--- src/rtl/gpa_pkg.sv ---
package gpa_pkg;

  typedef enum logic [1:0] {
    MODE_NONE = 2'd0,
    MODE_AND  = 2'd1,
    MODE_XOR  = 2'd2,
    MODE_ADD  = 2'd3
  } alu_mode_e;

  // Priority when several flags are set: add, then xor, then and.
  function automatic alu_mode_e pick_mode(input logic f_and, input logic f_xor,
                                          input logic f_add);
    if (f_add)      return MODE_ADD;
    else if (f_xor) return MODE_XOR;
    else if (f_and) return MODE_AND;
    return MODE_NONE;
  endfunction

  function automatic logic bit_value(input alu_mode_e m, input logic a,
                                     input logic b, input logic c);
    case (m)
      MODE_AND: return a & b;
      MODE_XOR: return a ^ b;
      MODE_ADD: return a ^ b ^ c;
      default:  return 1'b0;
    endcase
  endfunction

  function automatic logic bit_carry(input alu_mode_e m, input logic a,
                                     input logic b, input logic c);
    if (m == MODE_ADD) return (a & b) | (a & c) | (b & c);
    return 1'b0;
  endfunction

endpackage

--- src/rtl/gpa_decode.sv ---
module gpa_decode #(
  parameter int W = 8
) (
  input  logic [W-1:0]        x,
  input  logic [W-1:0]        y,
  input  logic                op_and,
  input  logic                op_xor,
  input  logic                op_arith,
  input  logic                inv_x,
  input  logic                inv_y,
  output logic [W-1:0]        a_o,
  output logic [W-1:0]        b_o,
  output gpa_pkg::alu_mode_e  mode_o,
  output logic                cin_o
);
  import gpa_pkg::*;

  always_comb begin
    a_o    = inv_x ? ~x : x;
    b_o    = inv_y ? ~y : y;
    mode_o = pick_mode(op_and, op_xor, op_arith);
    cin_o  = inv_y & (mode_o == MODE_ADD);
  end

endmodule

--- src/rtl/gpa_carry_slice.sv ---
module gpa_carry_slice #(
  parameter int W   = 8,
  parameter int BIT = 0
) (
  input  logic                clk,
  input  logic                rst_n,
  input  logic                en,
  input  logic                valid_i,
  input  gpa_pkg::alu_mode_e  mode_i,
  input  logic [W-1:0]        a_i,
  input  logic [W-1:0]        b_i,
  input  logic [W-1:0]        res_i,
  input  logic                c_i,
  output logic                valid_q,
  output gpa_pkg::alu_mode_e  mode_q,
  output logic [W-1:0]        a_q,
  output logic [W-1:0]        b_q,
  output logic [W-1:0]        res_q,
  output logic                c_q
);
  import gpa_pkg::*;

  logic [W-1:0] res_n;
  logic         c_n;

  always_comb begin
    res_n      = res_i;
    res_n[BIT] = bit_value(mode_i, a_i[BIT], b_i[BIT], c_i);
    c_n        = bit_carry(mode_i, a_i[BIT], b_i[BIT], c_i);
  end

  always_ff @(posedge clk or negedge rst_n) begin
    if (!rst_n) begin
      valid_q <= 1'b0;
      mode_q  <= MODE_NONE;
      a_q     <= '0;
      b_q     <= '0;
      res_q   <= '0;
      c_q     <= 1'b0;
    end else if (en) begin
      valid_q <= valid_i;
      mode_q  <= mode_i;
      a_q     <= a_i;
      b_q     <= b_i;
      res_q   <= res_n;
      c_q     <= c_n;
    end
  end

endmodule

--- src/rtl/gpa_alu.sv ---
module gpa_alu #(
  parameter int W = 8
) (
  input  logic         clk,
  input  logic         rst_n,
  input  logic         in_valid,
  output logic         in_ready,
  input  logic [W-1:0] x,
  input  logic [W-1:0] y,
  input  logic         op_and,
  input  logic         op_xor,
  input  logic         op_arith,
  input  logic         inv_x,
  input  logic         inv_y,
  output logic         out_valid,
  input  logic         out_ready,
  output logic [W-1:0] out_result,
  output logic         out_carry
);
  import gpa_pkg::*;

  localparam int STAGES = W + 1;

  logic [W-1:0] dec_a, dec_b;
  alu_mode_e    dec_mode;
  logic         dec_cin;

  logic         v_s   [0:W];
  alu_mode_e    m_s   [0:W];
  logic [W-1:0] a_s   [0:W];
  logic [W-1:0] b_s   [0:W];
  logic [W-1:0] r_s   [0:W];
  logic         c_s   [0:W];

  logic         adv;
  alu_mode_e    out_mode;

  // The whole pipeline moves only when the output is empty or drained.
  assign adv      = ~v_s[W] | out_ready;
  assign in_ready = adv;

  gpa_decode #(.W(W)) u_dec (
    .x(x), .y(y), .op_and(op_and), .op_xor(op_xor), .op_arith(op_arith),
    .inv_x(inv_x), .inv_y(inv_y),
    .a_o(dec_a), .b_o(dec_b), .mode_o(dec_mode), .cin_o(dec_cin)
  );

  // Entry register: decoded operands and the injected carry.
  always_ff @(posedge clk or negedge rst_n) begin
    if (!rst_n) begin
      v_s[0] <= 1'b0;
      m_s[0] <= MODE_NONE;
      a_s[0] <= '0;
      b_s[0] <= '0;
      r_s[0] <= '0;
      c_s[0] <= 1'b0;
    end else if (adv) begin
      v_s[0] <= in_valid;
      m_s[0] <= dec_mode;
      a_s[0] <= dec_a;
      b_s[0] <= dec_b;
      r_s[0] <= '0;
      c_s[0] <= dec_cin;
    end
  end

  // One carry position resolved per stage.
  for (genvar k = 0; k < W; k++) begin : g_slice
    gpa_carry_slice #(.W(W), .BIT(k)) u_slice (
      .clk(clk), .rst_n(rst_n), .en(adv),
      .valid_i(v_s[k]), .mode_i(m_s[k]), .a_i(a_s[k]), .b_i(b_s[k]),
      .res_i(r_s[k]), .c_i(c_s[k]),
      .valid_q(v_s[k+1]), .mode_q(m_s[k+1]), .a_q(a_s[k+1]), .b_q(b_s[k+1]),
      .res_q(r_s[k+1]), .c_q(c_s[k+1])
    );
  end

  assign out_valid  = v_s[W];
  assign out_result = r_s[W];
  assign out_carry  = c_s[W];
  assign out_mode   = m_s[W];

endmodule

--- config.mk ---
export PLATFORM = sky130hd
export DESIGN_NAME = gpa_alu
export DESIGN_NICKNAME = d
export VERILOG_FILES = /design/src/rtl/gpa_pkg.sv /design/src/rtl/gpa_decode.sv /design/src/rtl/gpa_carry_slice.sv /design/src/rtl/gpa_alu.sv
export SDC_FILE = /design/constraint.sdc
export NUM_CORES = 1
export LEC_CHECK = 0
export BUFFER_PORTS_ARGS = -buffer_cell sky130_fd_sc_hd__buf_2
export CAP_MARGIN = 40
export CORE_ASPECT_RATIO = 0.6
export CORE_MARGIN = 3
export CORE_UTILIZATION = 45
export DETAILED_ROUTE_END_ITERATION = 7
export PLACE_DENSITY_LB_ADDON = 0.15
export SYNTH_ARGS = -nofsm -noshare
export SYNTH_HDL_FRONTEND = slang
export SYNTH_SLANG_ARGS = --single-unit
--- constraint.sdc ---
create_clock -name clk -period 2 [get_ports clk]
set_input_delay 0.5 -clock clk [delete_from_list [all_inputs] [get_ports clk]]
set_output_delay 0.5 -clock clk [all_outputs]
set_load 0.05 [all_outputs]
Yosys cells after proc, flatten, opt, wreduce, memory -nomap -nowiden. Index checks and enable logic that the tools add are counted.

Logic and storage cells: 177. Bits of input ports: 25. Output and inout bits: 11. Flip-flop bits (word level): 198.

Muxes and demuxes: 41. Equal/unequal tests: 25. Bitwise gates (word level): 61.

Operators with widths (number): equality test 2 bit, second input constant (17); 2-to-1 mux 1 bit (27); AND 1 bit (25); one-hot mux 1 bit (3 select lines) (8); bitwise OR 1 bit (17); equality test 2 x 1 -> 1 bit, second input constant (8); 2-to-1 mux 8 bit (2); inverter 8 bit (2); bitwise XOR 1 bit (16); 2-to-1 mux 2 bit (4); inverter 1 bit (1).

Depth between registers and ports, before layout.
Depth in word-level cells: 6. Mapped depth: 7. Depth with buffers taken out: 4.

Cells and area by module. Synthesis repeated with hierarchy kept, for this count alone.

Cell total of the unflattened synthesis: 610. Area, all modules: 9910.8 um2.

Modules (own cells, without submodules): gpa_carry_slice at g_slice[0].u_slice ... (area each 1107.3 um2, times used 7, cells an instance 68, sequential area each 700.7 um2); gpa_carry_slice at g_slice[7].u_slice (area each 1117.3 um2, times used 1, cells an instance 68, sequential area each 700.7 um2); gpa_alu (area each 854.6 um2, times used 1, cells an instance 44, sequential area each 500.5 um2); gpa_decode (area each 187.7 um2, times used 1, cells an instance 22, sequential area each 0.0 um2).

Worst setup path after synthesis. Ideal clock, no wire load.

Kind: flip-flop to output port. Start point: register, netlist name g_slice[7].u_slice.valid_q. End point: output in_ready. Arrival time: 1.257 ns. Cell stages (with the launch flop): 5. Required time: 1.500 ns. Slack: 0.243 ns. Path buffers: 2. Cell sequence: dfrtp_1 > nor2b_4 > buf_6 > inv_4 > buf_2.

Word-level cells in the longest chain between the ends: 2.

Ends and longest elaborated chain: inverter 1 bit (RTL line gpa_alu.sv:39) `assign adv = ~v_s[W] | out_ready;`; bitwise OR 1 bit (RTL line gpa_alu.sv:39); end, declared (RTL line gpa_alu.sv:7) `output logic in_ready,`.

Every way passes these cells.

Final worst setup path.
Start point: register, netlist name g_slice[7].u_slice.valid_q. End point: output in_ready.

Word-level cells in the longest chain between the ends: 2.

Ends and longest elaborated chain (RTL line): inverter 1 bit (gpa_alu.sv:39); bitwise OR 1 bit (gpa_alu.sv:39).

Every way passes these cells.

==> impl_metrics.yaml <==
detailed_routing:
  vias_per_cell: 4.76
  wl_per_cell_um: 12.2
  finalWirelength_mm: 10.3
  route.detailed.drc: 0
  drt-initial-drc-count: 152
  ant_nets: 0
  firstDrtPassIters: 4
  vias: 3991
clocking:
  cts_buffers: 17
  htreeDepth: 4
  insertion_delay_ns: 0.41
  postCtsHoldBufs: 1
  root_buffer: "clkbuf_16"
  cts.clk_slew.worst_paths_ns: 0.06
  clkSinkCount: 142
  cts_tree: "yes"
  ctsLongestPathBuffers: 2
  cts_setup_buffers: 0
  cts_resized: 0
worst_setup_path:
  cp-endpoint: "in_ready"
  worstRegToRegCells: 4
  reg2reg_slack_ns: 0.53
  critPathMaxStageDelay_ns: 0.35
  r2r-end: "g_slice[5].u_slice.res_q[5]"
  critPathKind: "flop to output port"
  rr_startpoint: "g_slice[4].u_slice.a_q[5]"
  path_buf_inv: 2
  end_kind: "output port"
  cp-start-kind: "flop"
  required_ns: 1.50
  cp_num_cells: 3
  critPathTopFamily: "flip-flops"
  path_cells: "nor2b_4, inv_4, buf_2"
  arrival_ns: 1.30
  crit_path_top_delay_cell: "dfrtp_1"
  crit_fanout: 3
  crit_start: "g_slice[7].u_slice.valid_q"
layout:
  ff_latch_area_um2: 3550
  multi_input_area_um2: 2160
  drive_gt1_share_pct: 12.2
  nets: 703
  n_antenna_cell: 0
  fin_cells: 839
  n_fill_cell: 1145
  syn2layout_area_growth_pct: 15.9
  design_area_um2: 6920
placement:
  place_area_um2: 6230
  placed_cells: 807
  place_hpwl_mm: 6.25
  port_buffers: 35
  place_congestion: 0.769
global_route:
  met1_usage_pct: 20.1
  use_met2_pct: 25.8
  top_usage_layer: "met2"
  antenna_found_initial: 0
  grtUsageTotal_pct: 15.7
  grt_overflow: 0
  grt_use_met3_pct: 4.85
  grt_pass1_wl_mm: 18.5
  grt_max_degree: 84
  grt_pass1_vias: 4015
floorplan:
  fp.dieW_um: 155
  ios: 36
  die_area_um2: 14700
  design.core.area_um2: 12500
  num_rows: 31
  start_util_pct: 47.8
  dieHeight_um: 95.2
job:
  cap_violations: 0
hold_path:
  min-delay-path-class: "input pin to flop"
  min_from: "in_valid"
sta:
  fin_skew_ns: 0.00819
  max_freq_mhz: 556
  slew_violations: 0
  finalSetupTns_ns: 0
  tightest_slew_ns: 0.340
  setup_viol: 0
  post-route-min-period_ns: 1.80
  timing.hold.ws_ns: 0.298
  slew_headroom_pct: 77.3
  hold_viol: 0
  rsz0062_at_grt: "false"
  fin_crit_sh_pct: 89.9
pwr:
  p_total_uw: 11300
  power_density_nw_per_um2: 1640
  ir_drop_v: 0.000772
  p_leak_uw: 0.00356
synth:
  syn-cell-area_um2: 5970
  yosysWarningCount: 0
  synth_seq_cells: 142
  ys_seq_area_share_pct: 59.6
  synth.distinct_cells: 20
  syn_nets: 675
  syn_area_per_cell_um2: 9.41
  syn_inst: 634
status:
  status: "completed"
-- layer usage --
layer	share of wire (%)	wire length [um]	vias up
met2	46	4700	41
met4	1.2	125	0
met3	3.5	358	12
met1	50	5090	1910
li1	-	-	2028
met5	0	0	-
-- synth_stat cells, drive strengths merged --
master | n | share of area [%]
nand2 | 355 | 22
dfrtp | 142 | 60
buf | 32 | 4.0
o21ai | 26 | 2.2
xnor2 | 16 | 2.3
nand3 | 9 | 0.75
a31oi | 8 | 0.84
fa | 8 | 2.7
ha | 8 | 1.7
mux2 | 8 | 1.5
nand3b | 8 | 1.0
nor2 | 8 | 0.50
inv | 2 | 0.17
a21oi | 1 | 0.084
clkbuf | 1 | 0.063
nand2b | 1 | 0.10
nor2b | 1 | 0.23
-- state kept, by name, indices dropped and copies added (netlist names) --
name and count:
g_slice.u_slice.b_q 28, g_slice.u_slice.mode_q 14, c_s 1, g_slice.u_slice.c_q 8
v_s 1, g_slice.u_slice.a_q 28, g_slice.u_slice.res_q 36, g_slice.u_slice.valid_q 8
a_s 8, m_s 2, b_s 8
-- metrics by stage --
stage / setup slack, ns / util, %
floorplan: 0.243 / -
global placement: 0.393 / 49.9
detailed placement: 0.386 / 49.9
CTS: 0.172 / 55.4
global route: 0.134 / 55.4
finish: 0.203 / 55.4
-- worst register-to-register path, delay by kind of cell (launching register included) --
kind	cells	cell delay, ns
fa+ha+maj	1	0.50
flops	1	0.42
mux	1	0.27
simple gates	1	0.07
compound gates	1	0.07
-- kinds of logic (layout without fill, tap and decap cells) --
| group | Yosys count | in the layout | share of synthesized area (%) |
|---|---|---|---|
| adder cells (fa/ha/maj) | 16 | 16 | 4.36 |
| buffers and inverters | 35 | 75 | 4.19 |
| AO/OA/AOI/OAI | 35 | 35 | 3.10 |
| flip-flops | 142 | 142 | 59.6 |
| multiplexers | 8 | 8 | 1.51 |
| AND/OR/NAND/NOR | 382 | 382 | 24.9 |
| XOR/XNOR | 16 | 16 | 2.35 |
-- how the worst min path moves through the flow --
stage                                            to  slack [ns]  cells past startpoint
after floorplan                             a_s[64]        0.20                      0
after global placement    g_slice[2].u_slice.a_q[6]        0.41                      1
after detailed placement  g_slice[2].u_slice.a_q[6]        0.41                      1
after CTS                                    v_s[8]        0.29                      3
after global routing                         v_s[8]        0.31                      3
final                                        v_s[8]        0.30                      3
-- layout make-up --
class / instances / area share, %
timing repair buffer: 42 / 4.50
tap: 165 / 2.98
multi-input combinational: 457 / 31.3
clock buffer: 22 / 7.14
sequential: 142 / 51.4
clock inverter: 9 / 2.59
inverter: 2 / 0.145
-- power breakdown --
part / internal (uW) / switching [uW] / total, uW
logic: 1130 / 1760 / 2890
clock network: 2380 / 1160 / 3540
registers: 4100 / 803 / 4910
-- layout by cell type, fill, tap and decap left out, types with 2 or more instances in the layout --
cell type	synthesis	final
clkbuf_8	0	5
buf_12	0	6
o21ai_0	26	26
nand3_1	9	9
xnor2_1	16	16
clkbuf_16	0	17
a31oi_1	8	8
nor2_1	8	8
nand3b_1	8	8
fa_1	8	8
nand2_1	355	355
buf_2	12	34
ha_1	8	8
dfrtp_1	142	142
mux2_2	8	8
clkinvlp_4	0	2
bufinv_16	0	5
Note: power is estimated with default switching activity, not from simulation.
